[src/rtl/fir_sys_pkg.sv]
`timescale 1ns/1ps
package fir_sys_pkg;

  typedef enum logic [1:0] {
    ST_IDLE  = 2'd0,
    ST_LOAD  = 2'd1,
    ST_MAC   = 2'd2,
    ST_SHIFT = 2'd3
  } pe_state_e;

endpackage

[src/rtl/fir_pe_ctl.sv]
`timescale 1ns/1ps
module fir_pe_ctl
  import fir_sys_pkg::*;
#(
  parameter int NTAPS = 4
) (
  input  logic      clk_i,
  input  logic      rst_ni,
  output pe_state_e state_o,
  output logic      wcap_o
);

  localparam int CW = (NTAPS > 1) ? $clog2(NTAPS) : 1;
  localparam logic [CW-1:0] LAST = CW'(NTAPS - 1);

  pe_state_e     st_q;
  logic [CW-1:0] cnt_q;

  always_ff @(posedge clk_i or negedge rst_ni) begin
    if (!rst_ni) begin
      st_q  <= ST_IDLE;
      cnt_q <= '0;
    end else begin
      unique case (st_q)
        ST_IDLE: begin
          st_q  <= ST_LOAD;
          cnt_q <= '0;
        end
        ST_LOAD: begin
          if (cnt_q == LAST) st_q <= ST_MAC;
          else               cnt_q <= cnt_q + 1'b1;
        end
        ST_MAC:   st_q <= ST_SHIFT;
        ST_SHIFT: st_q <= ST_MAC;
        default:  st_q <= ST_IDLE;
      endcase
    end
  end

  assign state_o = st_q;
  // all elements count in lockstep, so all capture on the same edge
  assign wcap_o  = (st_q == ST_LOAD) && (cnt_q == LAST);

endmodule

[src/rtl/fir_pe.sv]
`timescale 1ns/1ps
module fir_pe
  import fir_sys_pkg::*;
#(
  parameter int NTAPS = 4,
  parameter int DW    = 8,
  parameter int AW    = 18
) (
  input  logic                 clk_i,
  input  logic                 rst_ni,
  input  logic signed [DW-1:0] x_i,
  input  logic signed [AW-1:0] y_i,
  output logic signed [DW-1:0] x_o,
  output logic signed [AW-1:0] y_o,
  output pe_state_e            st_o
);

  pe_state_e st;
  logic      wcap;

  fir_pe_ctl #(.NTAPS(NTAPS)) u_ctl (
    .clk_i   (clk_i),
    .rst_ni  (rst_ni),
    .state_o (st),
    .wcap_o  (wcap)
  );

  logic signed [DW-1:0]   w_q, x_q;
  logic signed [2*DW-1:0] prod;
  logic signed [AW-1:0]   p1_q, p2_q;

  assign prod = (2*DW)'(w_q) * (2*DW)'(x_i);

  always_ff @(posedge clk_i or negedge rst_ni) begin
    if (!rst_ni) begin
      w_q  <= '0;
      x_q  <= '0;
      p1_q <= '0;
      p2_q <= '0;
    end else begin
      if (wcap) w_q <= x_i;
      // sample register doubles as the weight forwarding path
      if (st == ST_LOAD || st == ST_MAC) x_q <= x_i;
      if (st == ST_MAC) begin
        p1_q <= y_i + AW'(prod);
        p2_q <= p1_q;
      end
    end
  end

  assign x_o  = x_q;
  assign y_o  = p2_q;
  assign st_o = st;

endmodule

[src/rtl/fir_out_valid.sv]
`timescale 1ns/1ps
module fir_out_valid #(
  parameter int NTAPS = 4
) (
  input  logic clk_i,
  input  logic rst_ni,
  input  logic mac_i,
  output logic valid_o
);

  localparam int CNTW = $clog2(2 * NTAPS);
  localparam logic [CNTW-1:0] FILL = CNTW'(2 * NTAPS - 1);

  logic [CNTW-1:0] cnt_q;
  logic            vld_q;

  always_ff @(posedge clk_i or negedge rst_ni) begin
    if (!rst_ni) begin
      cnt_q <= '0;
      vld_q <= 1'b0;
    end else if (mac_i && !vld_q) begin
      if (cnt_q == FILL) vld_q <= 1'b1;
      else               cnt_q <= cnt_q + 1'b1;
    end
  end

  assign valid_o = vld_q;

endmodule

[src/rtl/fir_systolic.sv]
`timescale 1ns/1ps
module fir_systolic
  import fir_sys_pkg::*;
#(
  parameter  int NTAPS = 4,
  parameter  int DW    = 8,
  localparam int AW    = 2 * DW + $clog2(NTAPS)
) (
  input  logic                 clk_i,
  input  logic                 rst_ni,
  input  logic signed [DW-1:0] din_i,
  output logic signed [AW-1:0] y_o,
  output logic                 valid_o
);

  logic signed [DW-1:0] x_c [NTAPS];
  logic signed [AW-1:0] y_c [NTAPS];
  pe_state_e            st_w [NTAPS];
  logic signed [DW-1:0] x_unused;
  logic signed [AW-1:0] y_last;
  logic                 mac_all;

  assign x_c[0] = din_i;
  assign y_c[0] = '0;

  for (genvar k = 0; k < NTAPS; k++) begin : g_pe
    if (k < NTAPS - 1) begin : g_mid
      fir_pe #(.NTAPS(NTAPS), .DW(DW), .AW(AW)) u_pe (
        .clk_i  (clk_i),
        .rst_ni (rst_ni),
        .x_i    (x_c[k]),
        .y_i    (y_c[k]),
        .x_o    (x_c[k+1]),
        .y_o    (y_c[k+1]),
        .st_o   (st_w[k])
      );
    end else begin : g_last
      fir_pe #(.NTAPS(NTAPS), .DW(DW), .AW(AW)) u_pe (
        .clk_i  (clk_i),
        .rst_ni (rst_ni),
        .x_i    (x_c[k]),
        .y_i    (y_c[k]),
        .x_o    (x_unused),
        .y_o    (y_last),
        .st_o   (st_w[k])
      );
    end
  end

  always_comb begin
    mac_all = 1'b1;
    for (int k = 0; k < NTAPS; k++) begin
      if (st_w[k] != ST_MAC) mac_all = 1'b0;
    end
  end

  fir_out_valid #(.NTAPS(NTAPS)) u_vld (
    .clk_i   (clk_i),
    .rst_ni  (rst_ni),
    .mac_i   (mac_all),
    .valid_o (valid_o)
  );

  assign y_o = y_last;

endmodule

[config.mk]
export PLATFORM = sky130hd
export DESIGN_NAME = fir_systolic
export DESIGN_NICKNAME = d
export VERILOG_FILES = /design/src/rtl/fir_sys_pkg.sv /design/src/rtl/fir_pe_ctl.sv /design/src/rtl/fir_pe.sv /design/src/rtl/fir_out_valid.sv /design/src/rtl/fir_systolic.sv
export SDC_FILE = /design/constraint.sdc
export NUM_CORES = 1
export LEC_CHECK = 0
export CELL_PAD_IN_SITES_DETAIL_PLACEMENT = 1
export CELL_PAD_IN_SITES_GLOBAL_PLACEMENT = 2
export CORE_MARGIN = 5
export CORE_UTILIZATION = 29
export CTS_BUF_LIST = sky130_fd_sc_hd__clkbuf_8
export CTS_CLUSTER_SIZE = 20
export DETAILED_ROUTE_END_ITERATION = 8
export GPL_ROUTABILITY_DRIVEN = 0
export PLACE_DENSITY = 0.62
export SYNTH_ARGS = -nofsm -noshare
export SYNTH_HDL_FRONTEND = slang
export SYNTH_SLANG_ARGS = --single-unit
[constraint.sdc]
create_clock -name clk_i -period 4.9 [get_ports clk_i]
set_input_delay 0.98 -clock clk_i [delete_from_list [all_inputs] [get_ports clk_i]]
set_output_delay 0.98 -clock clk_i [all_outputs]
set_load 0.05 [all_outputs]
==> impl_metrics.csv <==
group,metric,value,unit
run_status,status,"finished, final reports clean",
sta,worst_pin_slew,1070,ps
clocking,root_buffer,"clkbuf_8",
die,core_area,0.0685,mm²
sta,post-route-min-period,4880,ps
sta,min_period_over_period,0.995,
yosys,synth_edf_count,0,
critical_path,required,5360,ps
yosys,synth_top_area_share,0.292,
yosys,synthXorXnorAreaFrac,0.0272,
yosys,synth_area,0.0200,mm²
grt,grt_pass1_vias,16000,
routing,wl_per_cell,15.0,µm
yosys,synth_compound_area_frac,0.0527,
clocking,htreeDepth,2,
die,dieArea,0.0743,mm²
yosys,yosysWarnings,0,
yosys,yosys_most_used_dff,"dfrtp_1",
yosys,muxShareOfSynthArea,0.0707,
yosys,synth_fa_ha_area_frac,0.396,
critical_path,crit_type,"register to register",
grt,track_usage,0.128,
die,dieHeight,273,µm
place,dp_cells,2919,
die,io_pins,29,
die,die_x,273,µm
yosys,synth_seq_cells,214,
routing,drc,0,
yosys,synthArstFlopShare,1.00,
grt,grt_max_degree,109,
routing,via_count,13400,
sta,setup_violations,0,
sta,rsz0062_at_grt,"true",
sta,slew_violations,0,
clocking,clk_latency,590,ps
yosys,avgSynthCellArea,10.7,µm²
die,start_util,0.292,
yosys,synth_largest_area_cell,"fa_1",
grt,grt-ovfl-total,0,
critical_path,cp.arrival,5330,ps
clocking,path_clk_slew,60,ps
yosys,yosysUniqueCellTypes,54,
clocking,cts.sinks,214,
run,max-cap-violations,0,
routing,drtPass1Iterations,4,
yosys,synth_nets,2339,
yosys,syn_inst,1871,
layout,final_nets,2575,
clocking,cts_buffer_depth,3,
place,dp_hpwl,36800,µm
sta,hold_viol,0,
grt,grt_pass1_wl,78900,µm
routing,ant_nets,0,
layout,area_growth,22.4,%
sta,finClkSkew,30.2,ps
sta,hold_ws,415,ps
yosys,yosysMostFrequentCell,"inv_1",
clocking,postCtsHoldBufs,0,
critical_path,crit_path_start_kind,"register",
min_path,worstHoldPathType,"input pin to async pin",
place,numPortBuffers,28,
yosys,synth_area_leaders,"fa_1, dfrtp_1, ha_1",
layout,drive_gt1_frac,0.260,
clocking,tritoncts,"built",
routing,via_per_inst,4.43,
critical_path,cp_max_fo,4,
grt,antenna_found_initial,1,
yosys,synth-simple-area-share,0.114,
yosys,synth_top_family_by_area,"adder cells",
layout,utilization,0.357,
sta,relSlewSlack,0.282,
clocking,cts_buffers,42,
sta,clock.fmax,0.205,GHz
routing,wl,45400,µm
routing,drt-initial-drc-count,373,
yosys,synthTopCellsByCount,"inv_1, fa_1, nand2_1",
layout,finalNonFillerCells,3022,
die,row_count,96,
critical_path,critPathCaptureType,"register",
yosys,ys_seq_area_frac,0.268,
-- layer usage --
| layer | GRT usage | part of all wire | vias to the layer above |
|---|---|---|---|
| li1 | - | - | 6336 |
| met1 | 0.152 | 0.42 | 6911 |
| met2 | 0.244 | 0.54 | 88 |
| met3 | 0.0159 | 0.020 | 54 |
| met4 | 0.0311 | 0.021 | 0 |
| met5 | 0 | 0 | - |
-- metrics by stage --
stage                     worst slack, ps  cell area [µm²]  setup TNS [ps]
final                                24.7            24500               0
after global placement               -806            22700           -5830
after CTS                           -45.4            23900           -76.3
after detailed placement             -918            22700           -6680
after global routing                 -134            24500            -652
after floorplan                      -182            20000            -257
-- worst max-delay path, stage by stage (launching register included) --
cell	delay, ps
dfrtp_1	390
buf_6	130
nand2_2	60
fa_1	510
fa_1	570
inv_1	60
fa_1	500
fa_1	520
fa_2	570
ha_4	200
inv_2	50
o21bai_1	70
nand2_1	110
a21oi_2	80
o311a_1	330
or3_1	360
a31o_2	240
-- path summary, 6_finish.rpt --
path	depth (start not counted)	endpoint	slack (ps)	start
min	1	g_pe[3].g_last.u_pe.y_o[9]	420	rst_ni
max reg2reg	16	g_pe[2].g_mid.u_pe.p1_q[14]	20	g_pe[2].g_mid.u_pe.w_q[3]
max in group asynchronous	2	g_pe[2].g_mid.u_pe.w_q[6]	3320	rst_ni
max	16	g_pe[2].g_mid.u_pe.p1_q[14]	20	g_pe[2].g_mid.u_pe.w_q[3]
min in group clk_i	2	g_pe[3].g_last.u_pe.y_o[13]	460	g_pe[3].g_last.u_pe.p1_q[13]
min reg2reg	2	g_pe[3].g_last.u_pe.y_o[13]	460	g_pe[3].g_last.u_pe.p1_q[13]
-- logic make-up (layout without fill, tap and decap cells) --
family	count (synthesis)	after routing
and+or+nand+nor	470	470
DFF	214	214
buffers and inverters	377	645
adders and majority gates	458	458
xor gates and xnor gates	62	62
other	0	1
muxes	126	126
AOI/OAI and AO/OA	164	164
-- cell type report --
type / instances / area [µm²]
fillers: 7626 / 44000
diodes: 1 / 2.50
repair buffers: 249 / 2020
clock inverters: 24 / 245
multi-input cells: 1280 / 13800
clock buffers: 52 / 716
inverters: 320 / 1200
flip-flops and latches: 214 / 5380
well taps: 882 / 1100
-- flip-flops by register name (all words and copies together), names as in the netlist, 8 cells and up --
signal,count
g_pe.g_mid.u_pe.x_o,24
g_pe.g_last.u_pe.y_o,18
g_pe.g_last.u_pe.p1_q,18
g_pe.g_mid.u_pe.p1_q,51
g_pe.g_last.u_pe.w_q,8
g_pe.g_mid.u_pe.w_q,24
g_pe.g_mid.u_pe.y_o,51
-- cells in the final DEF, fill, tap and decap left out, drive strengths merged, types with 4 or more instances in the layout --
cell type,instances
inv,325
a31oi,4
or2,5
o21ai,61
xor2,16
o211ai,6
mux2,122
nand2b,15
nor2b,24
nand3,7
a31o,4
or3,7
o31ai,4
o21bai,7
ha,167
nand4,5
xnor2,46
dlygate4sd2,4
dfrtp,214
nand2,220
and2,129
bufinv,5
a21o,14
nor2,36
clkinv,12
fa,291
clkdlybuf4s50,19
mux2i,4
a22o,9
o21a,6
or4,4
clkbuf,57
buf,221
a21oi,32
nor3,13
-- repair_timing --
action,CTS,global route
setup buffers,9,17
pin swaps,44,75
endpoints found under the setup margin,19,21
gates resized for setup,58,102
Power is left out: the tool's default activity adds up to more than one toggle a clock period on the data nets, which glitch-free logic cannot reach.
